<file path="config.mk">
export PLATFORM = sky130hd
export DESIGN_NAME = conv_link
export DESIGN_NICKNAME = d
export VERILOG_FILES = /design/src/rtl/conv_link_pkg.sv /design/src/rtl/conv_link_rx.sv /design/src/rtl/conv_link_tx.sv /design/src/rtl/conv_link.sv
export SDC_FILE = /design/constraint.sdc
export NUM_CORES = 1
export LEC_CHECK = 0
export BUFFER_PORTS_ARGS = -buffer_cell sky130_fd_sc_hd__buf_2
export CAP_MARGIN = 20
export CORE_UTILIZATION = 50
export CTS_CLUSTER_DIAMETER = 100
export DETAILED_ROUTE_END_ITERATION = 16
export PLACE_DENSITY = 0.8
export SYNTH_ARGS = -nofsm -noshare
export SYNTH_HDL_FRONTEND = slang
export SYNTH_HIERARCHICAL = 1
export SYNTH_SLANG_ARGS = --single-unit
</file>
<file path="constraint.sdc">
create_clock -name clk -period 2.6 [get_ports clk]
set_input_delay 0.39 -clock clk [delete_from_list [all_inputs] [get_ports clk]]
set_output_delay 0.39 -clock clk [all_outputs]
set_load 0.02 [all_outputs]
</file>
<file path="src/rtl/conv_link_pkg.sv">
package conv_link_pkg;
    typedef enum logic [1:0] {
        RX_IDLE,
        RX_ARM,
        RX_SHIFT,
        RX_DONE
    } rx_state_e;

    typedef enum logic [1:0] {
        TX_IDLE,
        TX_ARM,
        TX_SHIFT
    } tx_state_e;
endpackage

</file>
<file path="src/rtl/conv_link_rx.sv">
module conv_link_rx
    import conv_link_pkg::*;
#(
    parameter int WORD_W = 16
) (
    input  logic              clk,
    input  logic              rst_n,
    input  logic              tick,
    input  logic              req,
    input  logic              sdi,
    output logic              cs_n,
    output logic              ready,
    output logic [WORD_W-1:0] word
);
    localparam int CNT_W = $clog2(WORD_W);
    localparam logic [CNT_W-1:0] LAST = CNT_W'(WORD_W - 1);

    typedef struct packed {
        rx_state_e         st;
        logic [CNT_W-1:0]  cnt;
        logic [WORD_W-1:0] sh;
        logic [WORD_W-1:0] word;
    } rx_regs_t;

    rx_regs_t r_q, r_d;

    always_comb begin
        r_d = r_q;
        case (r_q.st)
            RX_IDLE: if (req) r_d.st = RX_ARM;
            RX_ARM: begin
                if (tick) begin
                    r_d.st  = RX_SHIFT;
                    r_d.cnt = '0;
                end
            end
            RX_SHIFT: begin
                if (tick) begin
                    r_d.sh = {r_q.sh[WORD_W-2:0], sdi};
                    if (r_q.cnt == LAST) begin
                        r_d.word = {r_q.sh[WORD_W-2:0], sdi};
                        r_d.st   = RX_DONE;
                    end else begin
                        r_d.cnt = r_q.cnt + 1'b1;
                    end
                end
            end
            RX_DONE: r_d.st = RX_IDLE;
            default: r_d.st = RX_IDLE;
        endcase
    end

    always_ff @(posedge clk or negedge rst_n) begin
        if (!rst_n) begin
            r_q <= '{st: RX_IDLE, cnt: '0, sh: '0, word: '0};
        end else begin
            r_q <= r_d;
        end
    end

    assign cs_n  = (r_q.st != RX_SHIFT);
    assign ready = (r_q.st == RX_DONE);
    assign word  = r_q.word;

    // the ready flag never lasts two cycles
    a_r4_ready_pulse: assert property (@(posedge clk) disable iff (!rst_n)
        ready |=> !ready);

    // the published word only moves together with ready
    a_r4_word_hold: assert property (@(posedge clk) disable iff (!rst_n)
        !ready |-> $stable(word));

    // the select falls only after a tick was seen
    a_r2_cs_fall_on_tick: assert property (@(posedge clk) disable iff (!rst_n)
        $fell(cs_n) |-> $past(tick));

    // the select rises only when the frame completes
    a_r2_cs_rise_with_ready: assert property (@(posedge clk) disable iff (!rst_n)
        $rose(cs_n) |-> ready);
endmodule

</file>
<file path="src/rtl/conv_link_tx.sv">
module conv_link_tx
    import conv_link_pkg::*;
#(
    parameter int WORD_W = 16
) (
    input  logic              clk,
    input  logic              rst_n,
    input  logic              tick,
    input  logic              req,
    input  logic [WORD_W-1:0] din,
    output logic              sync_n,
    output logic              sdo
);
    localparam int CNT_W = $clog2(WORD_W);
    localparam logic [CNT_W-1:0] LAST = CNT_W'(WORD_W - 1);

    typedef struct packed {
        tx_state_e         st;
        logic [CNT_W-1:0]  cnt;
        logic [WORD_W-1:0] sh;
    } tx_regs_t;

    tx_regs_t r_q, r_d;

    always_comb begin
        r_d = r_q;
        case (r_q.st)
            TX_IDLE: if (req) r_d.st = TX_ARM;
            TX_ARM: begin
                r_d.sh = din;
                if (tick) begin
                    r_d.st  = TX_SHIFT;
                    r_d.cnt = '0;
                end
            end
            TX_SHIFT: begin
                if (tick) begin
                    r_d.sh = {r_q.sh[WORD_W-2:0], 1'b0};
                    if (r_q.cnt == LAST) begin
                        r_d.st = TX_ARM;
                    end else begin
                        r_d.cnt = r_q.cnt + 1'b1;
                    end
                end
            end
            default: r_d.st = TX_IDLE;
        endcase
    end

    always_ff @(posedge clk or negedge rst_n) begin
        if (!rst_n) begin
            r_q <= '{st: TX_IDLE, cnt: '0, sh: '0};
        end else begin
            r_q <= r_d;
        end
    end

    assign sync_n = (r_q.st != TX_SHIFT);
    assign sdo    = (r_q.st == TX_SHIFT) & r_q.sh[WORD_W-1];

    // the data line is quiet outside a frame
    a_r7_quiet_line: assert property (@(posedge clk) disable iff (!rst_n)
        sync_n |-> !sdo);

    // a frame begins only after a tick
    a_r6_sync_fall_on_tick: assert property (@(posedge clk) disable iff (!rst_n)
        $fell(sync_n) |-> $past(tick));

    // inside a frame the bit changes only after a tick
    a_r7_bit_on_tick: assert property (@(posedge clk) disable iff (!rst_n)
        (!sync_n && $past(!sync_n) && (sdo != $past(sdo))) |-> $past(tick));
endmodule

</file>
<file path="src/rtl/conv_link.sv">
module conv_link
    import conv_link_pkg::*;
#(
    parameter int WORD_W = 16
) (
    input  logic              clk,
    input  logic              rst_n,
    input  logic              adc_tick,
    input  logic              dac_tick,
    input  logic              rd_req,
    input  logic              wr_req,
    input  logic              adc_sdi,
    output logic              adc_cs_n,
    output logic              dac_sync_n,
    output logic              dac_sdo,
    input  logic [WORD_W-1:0] dac_word,
    output logic [WORD_W-1:0] adc_word,
    output logic              adc_ready
);
    // the two directions share only clock and reset
    conv_link_rx #(.WORD_W(WORD_W)) u_rx (
        .clk   (clk),
        .rst_n (rst_n),
        .tick  (adc_tick),
        .req   (rd_req),
        .sdi   (adc_sdi),
        .cs_n  (adc_cs_n),
        .ready (adc_ready),
        .word  (adc_word)
    );

    conv_link_tx #(.WORD_W(WORD_W)) u_tx (
        .clk    (clk),
        .rst_n  (rst_n),
        .tick   (dac_tick),
        .req    (wr_req),
        .din    (dac_word),
        .sync_n (dac_sync_n),
        .sdo    (dac_sdo)
    );
endmodule

</file>
==> flow_summary.ini <==
[cells_and_area]
layout-drive-gt1-share = 0.4940
final_common_cell = dfrtp_1
post-route-util = 0.5818
finalNonFillerCells = 321
n_antenna_cell = 0
most-common-layout-cells = 59 x dfrtp_1, 42 x buf_2, 40 x mux2_2
area_delta_synth_final_pct = 11.29
fin_nets = 269

[critical_path]
crit_path_end_kind = output port
rrSetupSlack_ns = 0.77
start_kind = register
r2r_cells = 4
path_class = register to output port
required_ns = 2.21
arrival_ns = 1.64
timing.rr.start = u_tx/r_q[20]$_DFFE_PN0P_
rr_endpoint = u_tx/r_q[5]$_DFFE_PN0P_
critical_path_peak_fanout = 15

[sta]
hold_viol_final = 0
slew_violations = 0
grt_setup_unrepaired = no
tightest_slew_ns = 0.7322
relSlewSlack = 0.5118
period_minus_slack_ns = 2.034
post-route-period-util = 0.7823
fmax_mhz = 491.7
skew_ns = 0.007085
tns_ns = 0
setup_violations = 0

[synth]
synth_seq_cells = 59
seq_area_frac_synth = 0.5067
synthCells = 213
synth_ff_type = dfrtp_1
yosys.area.top_type_share = 0.5067
synth_area_leaders = dfrtp_1 51%, mux2_2 15%, mux2_4 9.8%
async_flop_share = 1.000
synth.cell_area_mm2 = 0.002914
ys_warn_count = 6
synth_top_area_cell = dfrtp_1
syn_avg_cell_area_um2 = 13.68
ys_types = 46
synth_edf_count = 0
synth_nets = 238

[detailed_routing]
wl_met2_mm = 2.291
drcViolationCount = 0
wl_met3_um = 162
viasPerCell = 5.361
drt_pass1_iterations = 4
wl_met1_mm = 2.128
wl_per_cell_um = 14.63
wl_mm = 4.697
drt-initial-drc-count = 66
vias = 1721
top_layer_used = met4
final_antenna_net_count = 0

[global_route]
grt_pass1_wl_mm = 8.224
gr-total-overflow = 0
grt_max_degree = 60
grt_pass1_vias = 1798
antenna_found_initial = 0
track_usage = 0.1740

[power]
p_leak_nw = 1.636
ir_drop_v = 0.0005571
power_density_mw_per_mm2 = 1026

[clocking]
postCtsHoldBufs = 0
cts_buffers = 9
cts_resized = 0
root_buffer = clkbuf_8
cts_setup_buffers = 0
clkSinkCount = 59
cts_tree = done
cts_max_level = 3
insertion_delay_ns = 0.33
clkSlewWorstSetupHoldPaths_ns = 0.07
clockBufferDepth = 2

[die]
chipHeight_um = 78.34
dieArea_mm2 = 0.006137
rows = 27
initial_core_util = 0.5228
ios = 43
die_w_um = 78.34
placeableCoreArea_mm2 = 0.005574

[placed_design]
gp_congestion = 0.7602
place_inst = 305
dpl.hpwl_mm = 3.149
io_buffer_count = 42

[run_status]
status = finished, final reports clean

[flow_run]
max-cap-violations = 0

[hold_path]
min_path_type = primary input to async pin
worst max-delay path by stage:
stage                                   from                  endpoint  slack (ns)  depth (start not counted)
global placement                    adc_tick  u_rx/word[7]$_DFFE_PN0P_        0.86                          4
detailed placement  u_tx/r_q[20]$_DFFE_PN0P_   u_tx/r_q[5]$_DFFE_PN0P_        0.80                          4
finish              u_tx/r_q[21]$_DFFE_PN0P_                   dac_sdo        0.57                          4
floorplan           u_rx/r_q[32]$_DFFE_PN0P_  u_rx/word[0]$_DFFE_PN0P_        1.09                          5
global route        u_tx/r_q[20]$_DFFE_PN0P_                   dac_sdo        0.47                          4
CTS                 u_tx/r_q[20]$_DFFE_PN0P_                   dac_sdo        0.57                          4
registers in the layout (all words and copies together), names as in the netlist:
| name | cells |
|---|---|
| u_tx/r_q | 22 |
| u_rx/r_q | 21 |
| u_rx/word | 16 |
power by group:
part	internal [W]	switching (W)	total, W
clock	0.000535	0.000362	0.000897
combinational	0.000589	0.000429	0.00102
sequential	0.00118	0.000230	0.00141
final cells by class:
cell class / instances / area [µm²]
timing repair buffer: 44 / 225.2
clock inverter: 7 / 92.59
multi-input combinational: 122 / 1205
sequential: 59 / 1476
fill: 463 / 2331
inverter: 8 / 30.03
clock buffer: 9 / 123.9
tap: 72 / 90.09
stage by stage:
step / setup WS, ns / power (W) / cell area [µm²] / hold WS [ns]
final: 0.5661 / 0.003329 / 3243 / 0.1909
after global routing: 0.4711 / 0.003530 / 3243 / 0.2608
after CTS: 0.5717 / 0.003359 / 3243 / 0.2220
after detailed placement: 0.7974 / 0.002448 / 3027 / 0.4896
after global placement: 0.8591 / 0.002397 / 3027 / 0.4839
after floorplan: 1.090 / 0.002281 / 2914 / 0.09441
cell families (layout without fill, tap and decap cells):
| logic type | Yosys count | after routing | synth area share |
|---|---|---|---|
| flip-flops | 59 | 59 | 0.5067 |
| AO/OA/AOI/OAI | 26 | 26 | 0.06784 |
| buffers and inverters | 32 | 68 | 0.07986 |
| AND/OR/NAND/NOR | 31 | 31 | 0.07086 |
| multiplexers | 63 | 63 | 0.2662 |
| adder cells (fa/ha/maj) | 2 | 2 | 0.008586 |
cell usage after synthesis (3+ instances only):
| master | count |
|---|---|
| nand2b_1 | 4 |
| mux2_2 | 40 |
| mux2_4 | 19 |
| a21oi_1 | 3 |
| buf_4 | 18 |
| inv_1 | 8 |
| o21ai_0 | 3 |
| dfrtp_1 | 59 |
| mux2i_1 | 4 |
| nand2_1 | 5 |
| nor2_1 | 6 |
worst max-delay path, cell delays in order, from the launching register on:
cell and delay [ns]:
dfrtp_1 0.57, nand2b_1 0.21, buf_4 0.26, nor2_1 0.10, buf_2 0.16
routing by layer:
| metal | vias up | GRT usage |
|---|---|---|
| met1 | 866 | 0.2221 |
| li1 | 814 | - |
| met5 | - | 0 |
| met4 | 0 | 0.1000 |
| met3 | 9 | 0.03256 |
| met2 | 32 | 0.2772 |
Note: power is estimated with default switching activity, not from simulation.
